File: src/rtl/lcell_out_pkg.sv
package lcell_out_pkg;
  typedef struct packed {
    logic rise;
    logic fall;
    logic wake;
  } lcell_evt_t;

  localparam int unsigned RST_SYNC_STAGES = 2;
endpackage

File: src/rtl/lcell_rst_sync.sv
module lcell_rst_sync #(
  parameter int unsigned STAGES = 2
) (
  input  logic clk,
  input  logic rst_n,
  output logic rst_sync_n
);
  localparam int unsigned LAST = STAGES - 1;
  logic [STAGES-1:0] chain_q;
  logic [STAGES-1:0] chain_d;

  always_comb begin
    chain_d = {chain_q[STAGES-2:0], 1'b1};
  end

  always_ff @(posedge clk or negedge rst_n) begin
    if (!rst_n) chain_q <= '0;
    else        chain_q <= chain_d;
  end

  assign rst_sync_n = chain_q[LAST];
endmodule

File: src/rtl/lcell_polarity.sv
module lcell_polarity (
  input  logic cell_en,
  input  logic func_raw,
  input  logic out_inv,
  input  logic pin_oe,
  output logic cell_out,
  output logic pin_data,
  output logic pin_drv
);
  logic corrected;

  always_comb begin
    corrected = func_raw ^ out_inv;
    cell_out  = cell_en & corrected;
    pin_drv   = cell_en & pin_oe;
    pin_data  = pin_drv & cell_out;
  end
endmodule

File: src/rtl/lcell_edge_det.sv
module lcell_edge_det
  import lcell_out_pkg::*;
(
  input  logic       clk,
  input  logic       rst_n,
  input  logic       cell_en,
  input  logic       cell_out,
  input  logic       rise_en,
  input  logic       fall_en,
  output lcell_evt_t evt,
  output logic       hit
);
  logic prev_q, prev_d;
  logic en_q, en_d;

  // Comparison copy is held low while the cell is off.
  always_comb begin
    prev_d   = cell_en ? cell_out : 1'b0;
    en_d     = cell_en;
    evt.wake = cell_en & ~en_q;
    evt.rise = cell_en & cell_out & ~prev_q;
    evt.fall = cell_en & ~cell_out & (prev_q | evt.wake);
    hit      = (evt.rise & rise_en) | (evt.fall & fall_en);
  end

  always_ff @(posedge clk or negedge rst_n) begin
    if (!rst_n) begin
      prev_q <= 1'b0;
      en_q   <= 1'b0;
    end else begin
      prev_q <= prev_d;
      en_q   <= en_d;
    end
  end
endmodule

File: src/rtl/lcell_flag.sv
module lcell_flag (
  input  logic clk,
  input  logic rst_n,
  input  logic hit,
  input  logic clr,
  input  logic irq_en,
  output logic flag,
  output logic irq
);
  logic flag_q, flag_d, flag_ce;

  // A new edge wins over a clear in the same cycle.
  always_comb begin
    flag_ce = hit | clr;
    flag_d  = hit;
  end

  always_ff @(posedge clk or negedge rst_n) begin
    if (!rst_n)       flag_q <= 1'b0;
    else if (flag_ce) flag_q <= flag_d;
  end

  assign flag = flag_q;
  assign irq  = flag_q & irq_en;
endmodule

File: src/rtl/lcell_out_unit.sv
module lcell_out_unit
  import lcell_out_pkg::*;
(
  input  logic clk,
  input  logic rst_n,
  input  logic func_raw_i,
  input  logic cell_en_i,
  input  logic pin_oe_i,
  input  logic out_inv_i,
  input  logic rise_en_i,
  input  logic fall_en_i,
  input  logic irq_en_i,
  input  logic flag_clr_i,
  output logic pin_o,
  output logic pin_drv_o,
  output logic status_o,
  output logic flag_o,
  output logic irq_o
);
  logic       rst_int_n;
  logic       cell_out;
  logic       hit;
  lcell_evt_t evt;

  lcell_rst_sync #(.STAGES(RST_SYNC_STAGES)) u_rst (
    .clk(clk), .rst_n(rst_n), .rst_sync_n(rst_int_n)
  );

  lcell_polarity u_pol (
    .cell_en(cell_en_i), .func_raw(func_raw_i), .out_inv(out_inv_i),
    .pin_oe(pin_oe_i), .cell_out(cell_out), .pin_data(pin_o),
    .pin_drv(pin_drv_o)
  );

  lcell_edge_det u_edge (
    .clk(clk), .rst_n(rst_int_n), .cell_en(cell_en_i), .cell_out(cell_out),
    .rise_en(rise_en_i), .fall_en(fall_en_i), .evt(evt), .hit(hit)
  );

  lcell_flag u_flag (
    .clk(clk), .rst_n(rst_int_n), .hit(hit), .clr(flag_clr_i),
    .irq_en(irq_en_i), .flag(flag_o), .irq(irq_o)
  );

  assign status_o = cell_out;
endmodule

File: config.mk
export PLATFORM = sky130hd
export DESIGN_NAME = lcell_out_unit
export DESIGN_NICKNAME = d
export VERILOG_FILES = /design/src/rtl/lcell_out_pkg.sv /design/src/rtl/lcell_rst_sync.sv /design/src/rtl/lcell_polarity.sv /design/src/rtl/lcell_edge_det.sv /design/src/rtl/lcell_flag.sv /design/src/rtl/lcell_out_unit.sv
export SDC_FILE = /design/constraint.sdc
export NUM_CORES = 1
export LEC_CHECK = 0
export CAP_MARGIN = 25
export CORE_AREA = 2 2 39 41
export DETAILED_ROUTE_END_ITERATION = 7
export DIE_AREA = 0 0 41 43
export DONT_BUFFER_PORTS = 1
export PLACE_DENSITY = 0.42
export SLEW_MARGIN = 10
export SYNTH_ARGS = -nofsm -noshare
export SYNTH_HDL_FRONTEND = slang
export SYNTH_HIERARCHICAL = 1
export SYNTH_SLANG_ARGS = --single-unit
export TNS_END_PERCENT = 10
File: constraint.sdc
create_clock -name clk -period 1.7 [get_ports clk]
set_clock_uncertainty 0.2 [all_clocks]
set_input_delay 0.51 -clock clk [delete_from_list [all_inputs] [get_ports clk]]
set_output_delay 0.51 -clock clk [all_outputs]
set_load 0.02 [all_outputs]
==> out/qor.yml, run 1 <==
design.die.area_sq_um: 1760
clk_transition_reported_paths_ps: 40
crit_path_start: "out_inv_i"
crit-reg2reg-launch: "u_edge/prev_q"
slowest_delay_ps: 270
cts_tree: "yes"
endpoint_kind: "primary output"
via_per_inst: 3.64
netlist_area_sq_um: 214
whs_ps: 104
final_common_cell: "dfrtp_1"
crit_fanout: 4
fin_crit_ps: 1630
regArea_sq_um: 125
crit_required_ps: 990
critPathLaunchType: "primary input"
cts_inserted_buffers: 3
pre_cts_ws_ps: -17.1
post-route-period-util: 0.958
insertedDiodeCount: 0
synth_nets: 28
rrSetupSlack_ps: 630
hold_class: "primary input to flip-flop"
arrival_ps: 920
total_leakage_power_nw: 0.144
die_h_microns: 43
cts_sinks: 5
clock_tree.root_cell: "clkbuf_4"
rsz0062_at_grt: "no"
area_growth_pct: 39.2
final_cell_mix: "5 x dfrtp_1, 3 x clkbuf_4"
die_x_microns: 41
ant_nets: 0
avgSynthCellArea_sq_um: 11.9
fin_nets: 37
cts-htree-levels: 1
place_congestion: 0.527
placedInstanceArea_sq_um: 250
port_buffers: 0
wl_per_cell_microns: 10.1
postLayoutCellArea_sq_um: 298
core_sq_um: 1380
status: "finished clean"
power_density_nw_per_um2: 1030
crit_slowest_cell: "and2_2"
track_usage: 0.0706
setup_viol: 0
clock_latency_ps: 240
yosysWarnings: 6
grt_max_degree: 7
fmax_mhz: 614
finalMaxSlewViolations: 0
gr-total-overflow: 0
crit_type: "primary input to primary output"
dr.pass1.iters: 4
num_rows: 14
multi_input_area_sq_um: 87.6
cts_buffer_depth: 2
crit_cells: 2
io_pins: 15
post-route-util: 0.215
drive_gt1_frac: 0.346
critPathTopFamily: "simple AND/OR/NAND/NOR gates"
grt_pass1_wl_microns: 703
final_hold_viol_count: 0
grt_pass1_vias: 171
start_util: 0.155
drc_errors: 0
drtIter0Drc: 3
finalPower_mw: 0.307
fillers: 153
drv_cap: 0
drt-total-wl_microns: 424
path_cells: "xor2_1 -> and2_2"
layout_setup_ws_ps: 70.6
whs_path_depth: 0
dp_hpwl_microns: 365
vias: 153
worst_r2r_path_depth: 3
cp.buffers_inverters: 0
synthCells: 18
hold_start: "cell_en_i"
ir_worst_vdd_mv: 0.289
antenna_found_initial: 0
## stage by stage
stage / setup TNS [ps] / instances
after global routing: 0 / 42
final: 0 / 42
after detailed placement: -17.1 / 36
after CTS: 0 / 42
after global placement: 0 / 36
after floorplan: 0 / 18
## routing by layer
layer	global-route usage	wire (microns)	up-vias
li1	-	-	71
met3	0.0628	60	0
met5	0	0	-
met2	0.103	238	8
met4	0.0800	0	0
met1	0.0425	124	74
## worst register-to-register path, stage by stage, from the launching register on
cell and delay, ps:
dfrtp_1 360, nor2b_1 150, o31ai_2 80, a21o_1 160
## sequential cells by signal, indices dropped and copies added (netlist names)
register and count:
u_edge/en_q 1, u_edge/prev_q 1, u_flag/flag 1, u_rst/chain_q 2
## power by group
| part | internal (mW) | switching (mW) |
|---|---|---|
| sequential | 0.127 | 0.00256 |
| clock | 0.0885 | 0.0441 |
| combinational | 0.0194 | 0.0251 |
| total | 0.235 | 0.0718 |
## final timing paths
path / endpoint
hold / removal: u_edge/en_q
max in group asynchronous: u_edge/prev_q
min in group asynchronous: u_rst/chain_q[0]
hold reg to reg: u_rst/chain_q[1]
setup / recovery: status_o
setup reg to reg: u_flag/flag
## area by class of cell
cell class	instances	area share
flip-flops and latches	5	0.420
multi-input cells	12	0.294
repair buffers	4	0.118
clock buffers	4	0.0882
well taps	16	0.0672
inverters	1	0.0126
## repair_timing
| item | 4_1_cts | 5_1_grt |
|---|---|---|
| endpoints found under the hold margin | 5 | 0 |
| endpoints found under the setup margin | 1 | 0 |
| gates resized for setup | 1 | 0 |
| buffers inserted | 0 | 0 |
| hold buffers | 2 | 0 |
No activity file was read; power rests on OpenSTA's default activity.
==> run 2, diff against run 1 <==
--- a/config.mk
+++ b/config.mk
@@ -7,6 +7,7 @@
 export LEC_CHECK = 0
 export CAP_MARGIN = 25
 export CORE_AREA = 2 2 39 41
+export CTS_CLUSTER_SIZE = 8
 export DETAILED_ROUTE_END_ITERATION = 7
 export DIE_AREA = 0 0 41 43
 export DONT_BUFFER_PORTS = 1
@@ -16,4 +17,3 @@
 export SYNTH_HDL_FRONTEND = slang
 export SYNTH_HIERARCHICAL = 1
 export SYNTH_SLANG_ARGS = --single-unit
-export TNS_END_PERCENT = 10
==> results of run 2 <==
Final layout, timing and power as in run 1 (identical DEF).
